File: src/rtl/res_store_pkg.sv
package res_store_pkg;
  typedef struct packed {
    logic       rd_ptr;
    logic       wr_ptr;
    logic [1:0] unread;
  } slot_stat_t;
endpackage

File: src/rtl/res_slot.sv
module res_slot
  import res_store_pkg::*;
#(
  parameter int DW = 16
) (
  input  logic          clk_i,
  input  logic          rst_ni,
  input  logic          wr_en_i,
  input  logic [DW-1:0] wr_data_i,
  input  logic          rd_en_i,
  output logic [DW-1:0] q_o,
  output slot_stat_t    stat_o
);
  logic [DW-1:0] mem_q [2];
  logic          rd_q, wr_q;
  logic [1:0]    un_q;
  logic          rd_d, wr_d;
  logic [1:0]    un_d, un_rd;

  // read is served before write on the same edge
  always_comb begin
    rd_d = rd_q;
    wr_d = wr_q;
    un_d = un_q;
    if (rd_en_i) begin
      un_d[rd_q] = 1'b0;
      if (un_q[!rd_q]) begin
        rd_d = !rd_q;
        wr_d = rd_q;
      end
    end
    un_rd = un_d;
    if (wr_en_i) begin
      un_d[wr_d] = 1'b1;
      if (!un_rd[rd_d]) begin
        rd_d = wr_d;
        wr_d = !wr_d;
      end
    end
  end

  // write slot: pointer after the read step
  logic wsel;
  always_comb begin
    wsel = wr_q;
    if (rd_en_i && un_q[!rd_q]) wsel = rd_q;
  end

  always_ff @(posedge clk_i or negedge rst_ni) begin
    if (!rst_ni) begin
      rd_q     <= 1'b0;
      wr_q     <= 1'b0;
      un_q     <= '0;
      mem_q[0] <= '0;
      mem_q[1] <= '0;
    end else begin
      rd_q <= rd_d;
      wr_q <= wr_d;
      un_q <= un_d;
      if (wr_en_i) mem_q[wsel] <= wr_data_i;
    end
  end

  assign q_o    = mem_q[rd_q];
  assign stat_o = '{rd_ptr: rd_q, wr_ptr: wr_q, unread: un_q};
endmodule

File: src/rtl/res_eos.sv
module res_eos #(
  parameter int N_CH = 8,
  parameter int CW   = $clog2(N_CH)
) (
  input  logic          clk_i,
  input  logic          rst_ni,
  input  logic          wr_en_i,
  input  logic [CW-1:0] wr_ch_i,
  input  logic          rd_en_i,
  input  logic [CW-1:0] rd_ch_i,
  input  logic [CW-1:0] act_cnt_i,
  output logic          eos_o
);
  logic [N_CH-1:0] seen_q, seen_nx, act_mask;
  logic            eos_q, scan_end, scan_start;

  always_comb begin
    for (int i = 0; i < N_CH; i++) act_mask[i] = (i <= int'(act_cnt_i));
    seen_nx = seen_q;
    if (rd_en_i) seen_nx[rd_ch_i] = 1'b1;
  end

  assign scan_end   = wr_en_i && (wr_ch_i == act_cnt_i);
  assign scan_start = wr_en_i && (wr_ch_i == '0);

  always_ff @(posedge clk_i or negedge rst_ni) begin
    if (!rst_ni) begin
      eos_q  <= 1'b0;
      seen_q <= '0;
    end else if (scan_end) begin
      eos_q  <= 1'b1;
      seen_q <= '0;
    end else if (scan_start) begin
      eos_q  <= 1'b0;
      seen_q <= '0;
    end else if (eos_q && ((seen_nx & act_mask) == act_mask)) begin
      eos_q  <= 1'b0;
      seen_q <= '0;
    end else if (eos_q) begin
      seen_q <= seen_nx;
    end
  end

  assign eos_o = eos_q;
endmodule

File: src/rtl/res_store.sv
module res_store
  import res_store_pkg::*;
#(
  parameter int N_CH = 8,
  parameter int DW   = 16,
  parameter int CW   = $clog2(N_CH)
) (
  input  logic          clk_i,
  input  logic          rst_ni,
  input  logic          wr_en_i,
  input  logic [CW-1:0] wr_ch_i,
  input  logic [DW-1:0] wr_data_i,
  input  logic          rd_en_i,
  input  logic [CW-1:0] rd_ch_i,
  output logic [DW-1:0] rd_data_o,
  input  logic [CW-1:0] act_cnt_i,
  output logic          eos_o
);
  logic [DW-1:0]   slot_q [N_CH];
  slot_stat_t      slot_stat [N_CH];

  for (genvar c = 0; c < N_CH; c++) begin : g_slot
    res_slot #(.DW(DW)) u_slot (
      .clk_i    (clk_i),
      .rst_ni   (rst_ni),
      .wr_en_i  (wr_en_i && (wr_ch_i == CW'(c))),
      .wr_data_i(wr_data_i),
      .rd_en_i  (rd_en_i && (rd_ch_i == CW'(c))),
      .q_o      (slot_q[c]),
      .stat_o   (slot_stat[c])
    );
  end

  res_eos #(.N_CH(N_CH), .CW(CW)) u_eos (
    .clk_i    (clk_i),
    .rst_ni   (rst_ni),
    .wr_en_i  (wr_en_i),
    .wr_ch_i  (wr_ch_i),
    .rd_en_i  (rd_en_i),
    .rd_ch_i  (rd_ch_i),
    .act_cnt_i(act_cnt_i),
    .eos_o    (eos_o)
  );

  always_ff @(posedge clk_i or negedge rst_ni) begin
    if (!rst_ni)      rd_data_o <= '0;
    else if (rd_en_i) rd_data_o <= slot_q[rd_ch_i];
  end
endmodule

File: config.mk
export PLATFORM = sky130hd
export DESIGN_NAME = res_store
export DESIGN_NICKNAME = d
export VERILOG_FILES = /design/src/rtl/res_store_pkg.sv /design/src/rtl/res_slot.sv /design/src/rtl/res_eos.sv /design/src/rtl/res_store.sv
export SDC_FILE = /design/constraint.sdc
export NUM_CORES = 1
export LEC_CHECK = 0
export BUFFER_PORTS_ARGS = -buffer_cell sky130_fd_sc_hd__buf_2
export CAP_MARGIN = 10
export CORE_UTILIZATION = 45
export CTS_CLUSTER_DIAMETER = 60
export DETAILED_ROUTE_END_ITERATION = 10
export GPL_ROUTABILITY_DRIVEN = 0
export PLACE_DENSITY = 0.66
export SYNTH_ARGS = -nofsm -noshare
export SYNTH_HDL_FRONTEND = slang
export SYNTH_SLANG_ARGS = --single-unit
File: constraint.sdc
create_clock -name clk_i -period 2.5 [get_ports clk_i]
set_clock_uncertainty 0.05 [all_clocks]
set_input_delay 0.125 -clock clk_i [delete_from_list [all_inputs] [get_ports clk_i]]
set_output_delay 0.125 -clock clk_i [all_outputs]
set_load 0.02 [all_outputs]
; ---- Word-level counts from Yosys, hierarchy flattened
; Cells that the tools add are included.
[classes]
muxes = 213
eq_ne = 16
n_lt_le_gt_ge = 82
n_reduce_logical = 71
bitwise = 43
[ops]
columns = op, n
row1 = $mux 16, 34
row2 = $bwmux 32, 8
row3 = $demux 16 s1, 8
row4 = $mux 1, 124
row5 = $lt 1x2->1 const B, 32
row6 = $logic_and 1x1->1, 51
row7 = $bmux 16 s3, 1
row8 = $mux 8, 5
row9 = $ge 2x2->1 const B, 16
row10 = $mux 2, 16
row11 = $not 1->2, 16
row12 = $eq 3x3->1 const B, 8
row13 = $and 2x2->2, 8
row14 = $demux 1 s1, 16
row15 = $ge 1x1->1 const B, 16
row16 = $logic_not 1->1, 16
row17 = $lt 2x1->1 const B, 8
row18 = $not 2->2, 8
row19 = $or 2x2->2, 8
row20 = $eq 3x2->1 const B, 4
row21 = $le 3x3->1 const A, 4
row22 = $and 8x8->8, 1
row23 = $eq 8x8->1, 1
row24 = $or 8x8->8, 1
row25 = 12 further kinds, 15
[word_totals]
input_bits = 29
output_inout_bits = 17
regBits = 313
word_cells = 468

; ---- Logic depth before layout (Yosys ltp)
; Gate-level depths: netlist (run 1).
[logic_depth]
ltp_word = 12
depth_mapped = 9
mapped_depth_nobuf = 5

; ---- Cells and area by module
; Synthesis (run 1) repeated with hierarchy kept, for this count alone.
[unflattened]
hier_cells = 1458
area_unflattened_um2 = 16492.1
[by_module_without_submodules]
columns = mod, seq_area_each_um2, instances, area_per_inst_um2, cells_per_inst
row1 = res_slot at g_slot[1].u_slot ..., 900.9, 6, 1730.4, 147
row2 = res_store, 400.4, 1, 1849.3, 209
row3 = res_slot at g_slot[0].u_slot, 900.9, 1, 1830.5, 148
row4 = res_slot at g_slot[7].u_slot, 900.9, 1, 1736.7, 144
row5 = res_eos, 225.2, 1, 693.2, 75

; ---- Worst setup path before layout (run 1)
; No wires, ideal clock.
[synth_timing]
kind = input to register
from = input rd_ch_i[1]
to = register g_slot[1].u_slot.mem_q[22] in the netlist's numbering
setup_ns = 0.125
setup_slack_ns = 0.560
t_required_ns = 2.325
path_buffers = 4
arrival_time_ns = 1.765
cell_stages = 9
path_cell_list = buf_4 -> and4bb_2 -> buf_2 -> a21o_1 -> a22oi_4 -> and2_1 -> buf_6 -> buf_6 -> mux2_2
[synth_between]
elab_chain_len = 10
elab_cells_between_ends = 11
cone_classes = order compare (2) / eq/ne (1) / mux (4) / bitwise (1) / reduce/logical (3)
[synth_rtl]
columns = item, line_no
row1 = from (decl), res_store.sv:14  ; input logic [CW-1:0] rd_ch_i,
row2 = $eq 3x1->1 *, res_store.sv:28  ; .rd_en_i (rd_en_i && (rd_ch_i == CW'(c))),
row3 = $logic_and 1x1->1 *, res_store.sv:28
row4 = $logic_and 1x1->1 *, res_slot.sv:46  ; if (rd_en_i && un_q[!rd_q]) wsel = rd_q;
row5 = $mux 1 *, res_slot.sv:46
row6 = $not 1->2 (not written as such) *, res_slot.sv:60  ; if (wr_en_i) mem_q[wsel] <= wr_data_i;
row7 = $ge 2x2->1 (not written as such) or $lt 2x1->1 (tied branches), res_slot.sv:60
row8 = $logic_and 1x1->1 (not written as such), res_slot.sv:60
row9 = $mux 16 (not written as such), res_slot.sv:60
row10 = $demux 16 s1 *, res_slot.sv:60
row11 = $bwmux 32 *, res_slot.sv:60
row12 = "to (signal, indexed assignment)", res_slot.sv:60
row13 = to (decl), res_slot.sv:14  ; logic [DW-1:0] mem_q [2];
; Mark *: on every way between the ends. The rest lies on a longest branch, timed or not.
; A chain may end at the register's enable or synchronous reset.

; ---- Worst setup path after layout (run 1)
[layout_timing]
from = input rd_en_i
to = register u_eos.eos_q, in the netlist u_eos.eos_o
[layout_between]
elab_chain_len = 5
[layout_rtl]
columns = item, line_no
row1 = from (decl), res_store.sv:13  ; input logic rd_en_i,
row2 = $mux 8, res_eos.sv:20  ; if (rd_en_i) seen_nx[rd_ch_i] = 1'b1;
row3 = $and 8x8->8, res_eos.sv:36  ; end else if (eos_q && ((seen_nx & act_mask) == act_mask)) begin
row4 = $eq 8x8->1, res_eos.sv:36
row5 = $logic_and 1x1->1, res_eos.sv:36
row6 = $reduce_bool 3->1 (no line), --
row7 = to (signal assigned), res_eos.sv:31  ; eos_q <= 1'b1;
row8 = to (signal assigned), res_eos.sv:34  ; eos_q <= 1'b0;
row9 = to (signal assigned), res_eos.sv:37  ; eos_q <= 1'b0;
row10 = to (decl), res_eos.sv:15  ; logic eos_q, scan_end, scan_start;
; No other way between the ends.

==> results of run 1 <==
[where the power goes]
group          total (uW)  internal (uW)  switching (uW)
combinational        3300           1740            1560
clock                5210           3150            2060
sequential           7000           6250             751
total               15500          11100            4370
[per-layer routing]
metal | track usage (%) | vias up | wire (um)
li1 | - | 4667 | -
met1 | 28.69 | 5145 | 16330
met2 | 34.54 | 186 | 17020
met3 | 2.871 | 51 | 1281
met4 | 5.233 | 0 | 806
met5 | 0 | - | 0
[worst max-delay path, delay by kind of cell]
| kind | cells | cell delay, ns |
|---|---|---|
| AO/OA/AOI/OAI | 4 | 1.10 |
| buffers and inverters | 2 | 0.75 |
| AND/OR/NAND/NOR | 1 | 0.43 |
[layout make-up]
type	instances	area, um2	area share, %
timing repair buffer	94	745.7	4.314
sequential	313	7833	45.31
clock inverter	12	135.1	0.7816
clock buffer	51	1056	6.108
tap	448	560.5	3.242
inverter	9	33.78	0.1954
multi-input combinational	819	6924	40.05
[worst max path at each step]
stage,from,to,cells past startpoint
2_1_floorplan,rd_ch_i[1],g_slot[1].u_slot.mem_q[22]$_DFFE_PN0P_,9
3_3_place_gp,rd_ch_i[1],u_eos.eos_o$_DFFE_PN0P_,6
3_5_place_dp,rd_ch_i[2],g_slot[5].u_slot.mem_q[8]$_DFFE_PN0P_,6
4_1_cts,rd_en_i,u_eos.seen_q[2]$_DFFE_PN0P_,7
5_1_grt,rd_en_i,u_eos.eos_o$_DFFE_PN0P_,7
6_report,rd_en_i,u_eos.eos_o$_DFFE_PN0P_,7
[flip-flops by register name, indices dropped and copies added, names as in the netlist]
name and cells:
u_eos.eos_o 1, rd_data_o 16, g_slot.u_slot.wr_q 8, u_eos.seen_q 8, g_slot.u_slot.un_q 16, g_slot.u_slot.rd_q 8
g_slot.u_slot.mem_q 256
[timing repair]
action,4_1_cts,5_1_grt
buffers inserted,0,0
hold buffers,2,0
hold endpoints to repair,314,0
[metrics by stage]
| stage | worst slack (ns) | instances | hold slack [ns] | area (um2) |
|---|---|---|---|---|
| after floorplan | 0.5600 | 1256 | -0.2206 | 15400 |
| after global placement | 0.3675 | 1681 | -0.04447 | 16080 |
| after detailed placement | 0.3405 | 1681 | -0.04622 | 16080 |
| after CTS | 0.4476 | 1746 | 0.009171 | 17290 |
| after global routing | 0.2227 | 1746 | 0.03627 | 17290 |
| final | 0.4134 | 1746 | 0.02364 | 17290 |
[logic make-up after synthesis]
| family | synth area share [%] |
|---|---|
| DFF | 50.86 |
| and+or+nand+nor | 7.913 |
| buffers and inverters | 4.184 |
| muxes | 26.20 |
| AOI/OAI and AO/OA | 10.68 |
| xor gates and xnor gates | 0.1706 |
[placed cells by master (no fill, tap or decap), types with 7 or more instances in the layout]
| cell | n |
|---|---|
| sky130_fd_sc_hd__dfrtp_1 | 313 |
| sky130_fd_sc_hd__mux2_2 | 247 |
| sky130_fd_sc_hd__mux2i_1 | 96 |
| sky130_fd_sc_hd__nand2_1 | 58 |
| sky130_fd_sc_hd__a21oi_1 | 50 |
| sky130_fd_sc_hd__a211oi_1 | 47 |
| sky130_fd_sc_hd__buf_2 | 44 |
| sky130_fd_sc_hd__buf_4 | 36 |
| sky130_fd_sc_hd__o22ai_1 | 35 |
| sky130_fd_sc_hd__clkbuf_16 | 35 |
| sky130_fd_sc_hd__nor2b_1 | 30 |
| sky130_fd_sc_hd__nor2_1 | 28 |
| sky130_fd_sc_hd__o21ai_0 | 21 |
| sky130_fd_sc_hd__mux2_4 | 18 |
| sky130_fd_sc_hd__nor3_1 | 16 |
| sky130_fd_sc_hd__nand2b_1 | 15 |
| sky130_fd_sc_hd__nor4_1 | 15 |
| sky130_fd_sc_hd__a21o_1 | 14 |
| sky130_fd_sc_hd__clkbuf_8 | 12 |
| sky130_fd_sc_hd__buf_12 | 11 |
| sky130_fd_sc_hd__inv_1 | 9 |
| sky130_fd_sc_hd__a31oi_1 | 9 |
| sky130_fd_sc_hd__o211ai_1 | 9 |
| sky130_fd_sc_hd__and2_1 | 7 |
| sky130_fd_sc_hd__o311ai_0 | 7 |
| sky130_fd_sc_hd__clkinv_2 | 7 |
==> impl_table.tex, run 1 <==
\begin{tabular}{lr}
\hline
Metric & Value \\
\hline
\multicolumn{2}{l}{\textbf{Outcome}} \\
\quad Outcome & completed \\
\multicolumn{2}{l}{\textbf{Floorplanning}} \\
\quad Die Footprint & approximately 35000 um2 \\
\quad Number of core rows & 67 \\
\quad Top-level I/O count & 46 \\
\quad Core Area & 33620 um2 \\
\quad Die X & roughly 190 um \\
\quad Effective utilization at floorplan & a little under half \\
\quad Overall die height & approximately 190 um \\
\multicolumn{2}{l}{\textbf{Power and ir drop}} \\
\quad Largest voltage drop on the vdd net & roughly 0.59 mV \\
\quad Cell Pwr Density & roughly 900 nW/um2 \\
\quad Leakage & between 0.007 and 0.008 uW \\
\quad Overall power consumption & 15510 uW \\
\multicolumn{2}{l}{\textbf{Yosys}} \\
\quad Mapped Area & 15400 um2 \\
\quad Synthesized flop and latch total & roughly 310 \\
\quad Most area-consuming cells after synthesis & sky130\_fd\_sc\_hd\_\_dfrtp\_1, sky130\_fd\_sc\_hd\_\_mux2\_2, sky130\_fd\_sc\_hd\_\_mux2i\_1, sky130\_fd\_sc\_hd\_\_a211oi\_1, sky130\_fd\_sc\_hd\_\_mux2\_4 \\
\quad Gate count of the mapped netlist & between 1000 and 1500 \\
\quad Number of distinct library cells after synthesis & 70 \\
\quad Library cell occupying the most area in the post-synthesis netlist & sky130\_fd\_sc\_hd\_\_dfrtp\_1 \\
\quad Most common flop cell mapped by yosys & sky130\_fd\_sc\_hd\_\_dfrtp\_1 \\
\quad Post-Synthesis Mean Instance Area & roughly 12 um2 \\
\quad Yosys warning count & 0 \\
\quad Most numerous cell in the Yosys netlist & sky130\_fd\_sc\_hd\_\_dfrtp\_1 \\
\quad Register area share after synthesis & around half \\
\quad Synth cell count leaders & sky130\_fd\_sc\_hd\_\_dfrtp\_1, sky130\_fd\_sc\_hd\_\_mux2\_2, sky130\_fd\_sc\_hd\_\_mux2i\_1, sky130\_fd\_sc\_hd\_\_clkbuf\_1, sky130\_fd\_sc\_hd\_\_nand2\_1 \\
\quad Ys async rst share & 100.0\% \\
\quad Net count after synthesis & $\sim$1300 \\
\quad EDFF count, synth & 0 \\
\quad Portion of synthesized cell area occupied by the leading cell type & between 50\% and 60\% \\
\multicolumn{2}{l}{\textbf{Timing}} \\
\quad F\_max & 0.4792 GHz \\
\quad Min Clock Period, post-route & around 2.1 ns \\
\quad Final hold violation count & 0 \\
\quad Slew HR & between 50\% and 60\% \\
\quad Setup violation total in the final timing report & 0 \\
\quad Max-slew violations & 0 \\
\quad Final critical-path share of the clock period & between 80\% and 90\% \\
\quad Setup repair after global routing missed its margin & no \\
\quad Actual slew at the worst max-slew pin & 0.6874 ns \\
\quad Final total negative setup slack & 0 ns \\
\multicolumn{2}{l}{\textbf{Clock tree}} \\
\quad Worst-path clk slew & about 0.06 ns \\
\quad Clock latency reported for the late side of the worst-skew pair & 0.52 ns \\
\quad Largest buffer count on any clock path & 3 \\
\quad CTS tree & done \\
\quad Post-cts gate resize count & 0 \\
\quad Root buf cell & sky130\_fd\_sc\_hd\_\_clkbuf\_16 \\
\quad Number of buffers created by CTS & 35 \\
\quad Clock net sink count & roughly 310 \\
\quad H-Tree Level Count & 2 \\
\multicolumn{2}{l}{\textbf{Setup path}} \\
\quad Critical Path RT & around 2.8 ns \\
\quad RR Startpoint & g\_slot[4].u\_slot.rd\_q\$\_DFF\_PN0\_ \\
\quad Worst reg-to-reg setup slack & around 0.45 ns \\
\quad Classification of the worst setup path & in -> reg \\
\quad Slowest library cell on the worst path & sky130\_fd\_sc\_hd\_\_a2111oi\_4 \\
\quad Largest fanout on the critical path & 13 \\
\quad Worst-case reg-to-reg path depth & 5 \\
\quad Critical register-to-register path endpoint & rd\_data\_o[11]\$\_DFFE\_PN0P\_ \\
\quad CP max stage delay & between 0.6 and 0.7 ns \\
\quad Endpoint type of the worst setup path & flip-flop \\
\quad Data arrival time of the critical path & between 2 and 2.5 ns \\
\quad Cells along the critical path & dlygate4sd3\_1, buf\_2, and4b\_1, o32a\_1, o311ai\_1, a2111oi\_4, o21bai\_1 \\
\quad Startpoint type of the worst setup path & input port \\
\multicolumn{2}{l}{\textbf{Route}} \\
\quad Number of DRC markers in iteration 0 & about 550 \\
\quad Remaining routing DRC violations & 0 \\
\quad Routed vias & 10049 \\
\quad Post-detailed-route via-to-cell ratio & roughly 5.8 \\
\quad Drt first pass iters & 5 \\
\quad Total wire length & roughly 35 mm \\
\quad Post-route ant nets & 0 \\
\quad Average wire length per cell after detail routing & around 20 um \\
\multicolumn{2}{l}{\textbf{Global routing}} \\
\quad Pin count of the biggest net entering global routing & around 120 \\
\quad Number of global-route vias before repair & roughly 10000 \\
\quad GRT Util Overall & about a fifth \\
\quad GRT overflow & 0 \\
\quad Wire length of the first global-routing pass & between 50 and 60 mm \\
\quad Initial antenna violation count & 0 \\
\multicolumn{2}{l}{\textbf{Finish}} \\
\quad Util after Layout & between 50\% and 60\% \\
\quad Diodes inserted & 0 \\
\quad Fillers & between 2000 and 3000 \\
\quad Ratio of cells with drive above 1 in the final layout & approximately a third \\
\quad Total number of nets in the final design & 1301 \\
\quad Area delta synth->final & 12.25\% \\
\multicolumn{2}{l}{\textbf{Hold path}} \\
\quad Tightest Hold Check Type & in -> async \\
\multicolumn{2}{l}{\textbf{Placement}} \\
\quad Port-buffer cells & 45 \\
\quad Placed wire-length estimate after detailed placement & between 20 and 25 mm \\
\multicolumn{2}{l}{\textbf{Job}} \\
\quad Max cap viols & 0 \\
\hline
\end{tabular}
Note: power is estimated with default switching activity, not from simulation.
==> run 2, diff against run 1 <==
clock period = 1.96 ns   (was 2.5 ns; I/O delays follow)
==> run 2 against run 1 <==
  * Sequential power rose by 27%
  * Setup slack worse by 0.30 ns
  * Power grew 29%
  * Largest cell class unchanged
  * Largest power group unchanged
  * Highest routed layer unchanged
==> impl_table.tex, run 2 (synthesis results as in run 1) <==
\begin{tabular}{lr}
\hline
Metric & Value \\
\hline
\multicolumn{2}{l}{\textbf{Job}} \\
\quad Max cap viols & 0 (unchanged) \\
\multicolumn{2}{l}{\textbf{Route}} \\
\quad Routed vias & 10258 (+2.1\%) \\
\quad Met1 wire length & 16.57 mm (+1.5\%) \\
\quad Total wire length & 36.18 mm (+2.1\%) \\
\quad Post-route ant nets & 0 (unchanged) \\
\quad Remaining routing DRC violations & 0 (unchanged) \\
\quad Top layer in use & met4 \\
\quad Post-detailed-route via-to-cell ratio & 5.696 (-1.0\%) \\
\quad Met3 WL post-DR & 1.380 mm (+7.7\%) \\
\quad Average wire length per cell after detail routing & 20.09 um (-1.0\%) \\
\quad Number of DRC markers in iteration 0 & 549 (+0.55\%) \\
\quad Drt first pass iters & 5 (unchanged) \\
\quad DR WL met2 & 17.42 mm (+2.3\%) \\
\multicolumn{2}{l}{\textbf{Global routing}} \\
\quad Wire length of the first global-routing pass & 58.48 mm (+1.7\%) \\
\quad Pin count of the biggest net entering global routing & 65 (-46\%) \\
\quad GRT Util Overall & 21.09\% (+0.30 points) \\
\quad Initial antenna violation count & 0 (unchanged) \\
\quad Number of global-route vias before repair & 10313 (+2.4\%) \\
\quad GRT overflow & 0 (unchanged) \\
\multicolumn{2}{l}{\textbf{Outcome}} \\
\quad Outcome & completed \\
\multicolumn{2}{l}{\textbf{Floorplanning}} \\
\quad Top-level I/O count & 46 (unchanged) \\
\quad Core Area & 33620 um2 (unchanged) \\
\quad Effective utilization at floorplan & 45.81\% (unchanged) \\
\quad Overall die height & 187 um (unchanged) \\
\quad Number of core rows & 67 (unchanged) \\
\quad Die Footprint & 34970 um2 (unchanged) \\
\quad Die X & 187 um (unchanged) \\
\multicolumn{2}{l}{\textbf{Timing}} \\
\quad F\_max & 0.5425 GHz \\
\quad Max-slew violations & 0 (unchanged) \\
\quad Slew HR & 63.83\% (+9.7 points) \\
\quad Final hold violation count & 0 (unchanged) \\
\quad Min Clock Period, post-route & about 1.8 ns \\
\quad Final critical-path share of the clock period & 94.05\% \\
\quad Setup violation total in the final timing report & 0 (unchanged) \\
\quad Setup repair after global routing missed its margin & no \\
\quad Actual slew at the worst max-slew pin & 0.5413 ns (-0.1460 ns) \\
\multicolumn{2}{l}{\textbf{Power and ir drop}} \\
\quad Combinational fraction of design power & 22.3\% (+1.0 points) \\
\quad Overall power consumption & 19980 uW (+29\%) \\
\quad Clock network fraction of design power & 33.3\% (-0.3 points) \\
\quad Cell Pwr Density & 1116 nW/um2 (+24\%) \\
\quad Net switching power & 5585 uW (+28\%) \\
\quad Fraction of power spent switching nets & 27.95\% (-0.23 points) \\
\quad Leakage & 0.008167 uW (+4.3\%) \\
\quad P\_int & 14400 uW (+29\%) \\
\quad Largest voltage drop on the vdd net & 0.8068 mV (+37\%) \\
\quad Share of total power in sequential cells & 44.4\% (-0.8 points) \\
\multicolumn{2}{l}{\textbf{Setup path}} \\
\quad Data arrival time of the critical path & 2.16 ns (-0.26 ns) \\
\quad Critical register-to-register path endpoint & rd\_data\_o[1]\$\_DFFE\_PN0P\_ \\
\quad Classification of the worst setup path & reg -> reg \\
\quad Critical Path RT & 2.28 ns (-0.55 ns) \\
\quad Largest fanout on the critical path & 13 (unchanged) \\
\quad Startpoint type of the worst setup path & flip-flop \\
\quad RR Startpoint & g\_slot[0].u\_slot.rd\_q\$\_DFF\_PN0\_ \\
\quad Endpoint type of the worst setup path & flip-flop \\
\quad Worst-case reg-to-reg path depth & 6 (+1) \\
\quad Crit. Startpoint & g\_slot[0].u\_slot.rd\_q\$\_DFF\_PN0\_ \\
\quad Capturing instance or port of the critical path & rd\_data\_o[1]\$\_DFFE\_PN0P\_ \\
\quad Worst reg-to-reg setup slack & 0.12 ns (-0.33 ns) \\
\multicolumn{2}{l}{\textbf{Clock tree}} \\
\quad H-Tree Level Count & 2 (unchanged) \\
\quad Post-cts gate resize count & 0 (unchanged) \\
\quad Count of buffers added by post-CTS timing repair for setup & 0 (unchanged) \\
\quad CTS tree & done \\
\quad Clock latency reported for the late side of the worst-skew pair & 0.51 ns (about the same) \\
\quad Number of buffers created by CTS & 34 (-2.9\%) \\
\quad Hold-fix buffer count after cts & 1 (-1) \\
\quad Worst-path clk slew & 0.06 ns (about the same) \\
\quad Clock net sink count & 313 (unchanged) \\
\quad Root buf cell & sky130\_fd\_sc\_hd\_\_clkbuf\_16 \\
\quad Largest buffer count on any clock path & 3 (unchanged) \\
\multicolumn{2}{l}{\textbf{Finish}} \\
\quad Ratio of cells with drive above 1 in the final layout & 36.73\% (+2.7 points) \\
\quad Most used cells in the layout excluding fill and tap cells & sky130\_fd\_sc\_hd\_\_dfrtp\_1, sky130\_fd\_sc\_hd\_\_mux2\_2, sky130\_fd\_sc\_hd\_\_mux2i\_1 \\
\quad Most frequent standard cell in the layout excluding fill and tap cells & sky130\_fd\_sc\_hd\_\_dfrtp\_1 \\
\quad Registers with the most flip-flops & g\_slot.u\_slot.mem\_q (256), g\_slot.u\_slot.un\_q (16), rd\_data\_o (16) \\
\quad Area delta synth->final & 16.29\% \\
\quad Total number of nets in the final design & 1358 (+4.4\%) \\
\quad Util after Layout & 53.28\% (+1.8 points) \\
\quad Flip-flop count of the largest register, all copies and words added & 256 (unchanged) \\
\quad Diodes inserted & 0 (unchanged) \\
\quad Register bank with the most flops & g\_slot.u\_slot.mem\_q \\
\multicolumn{2}{l}{\textbf{Hold path}} \\
\quad Tightest Hold Check Type & in -> async \\
\multicolumn{2}{l}{\textbf{Placement}} \\
\quad Placed wire-length estimate after detailed placement & 24.64 mm (+4.4\%) \\
\quad Port-buffer cells & 45 (unchanged) \\
\hline
\end{tabular}
run 2: layout make-up:
type / count / area [um2]
sequential: 313 / 7833
inverter: 9 / 33.78
fill: 2890 / 15710
timing repair buffer: 152 / 1391
tap: 448 / 560.5
clock inverter: 13 / 176.4
clock buffer: 47 / 991.0
multi-input combinational: 819 / 6924
run 2: power by group through the flow:
stage	sequential [uW]	clock, uW	combinational (uW)
finish	8860	6650	4460
global route	9070	7060	4860
CTS	8860	6820	4500
detailed placement	8960	0	4480
global placement	8880	0	4350
floorplan	8780	0	3110
run 2: per-layer routing:
layer	GRT usage (%)	up-vias
met5	0	-
met4	6.084	0
met3	2.871	55
met2	34.43	207
met1	29.35	5242
li1	-	4754
run 2: worst min path at each step:
stage	startpoint	endpoint	slack, ns	cells past startpoint
after floorplan	rst_ni	g_slot[0].u_slot.mem_q[0]$_DFFE_PN0P_	-0.25	0
after global placement	rst_ni	g_slot[2].u_slot.wr_q$_DFF_PN0_	-0.06	1
after detailed placement	rst_ni	g_slot[2].u_slot.wr_q$_DFF_PN0_	-0.06	1
after CTS	rst_ni	g_slot[2].u_slot.wr_q$_DFF_PN0_	0.007	2
after global routing	rst_ni	g_slot[2].u_slot.wr_q$_DFF_PN0_	0.03	2
final	rst_ni	g_slot[2].u_slot.wr_q$_DFF_PN0_	0.003	2
run 2: stage by stage:
stage | std cells | cell area, um2 | worst slack, ns | setup TNS [ns] | hold slack (ns)
final | 1801 | 17910 | 0.1167 | 0 | 0.002909
after floorplan | 1256 | 15400 | 0.04697 | 0 | -0.2476
after global routing | 1801 | 17910 | 0.01972 | 0 | 0.03290
after detailed placement | 1740 | 16730 | -0.05030 | -1.174 | -0.05522
after global placement | 1740 | 16730 | -0.01811 | -0.1220 | -0.05959
after CTS | 1801 | 17910 | 0.1011 | 0 | 0.007095
run 2: worst max-delay path: stages, from the launching register on:
cell and delay [ns]:
sky130_fd_sc_hd__dfrtp_1 0.37, sky130_fd_sc_hd__buf_12 0.16, sky130_fd_sc_hd__buf_4 0.20, sky130_fd_sc_hd__mux2i_1 0.34, sky130_fd_sc_hd__o22ai_1 0.13, sky130_fd_sc_hd__a211oi_1 0.31, sky130_fd_sc_hd__a31oi_1 0.13
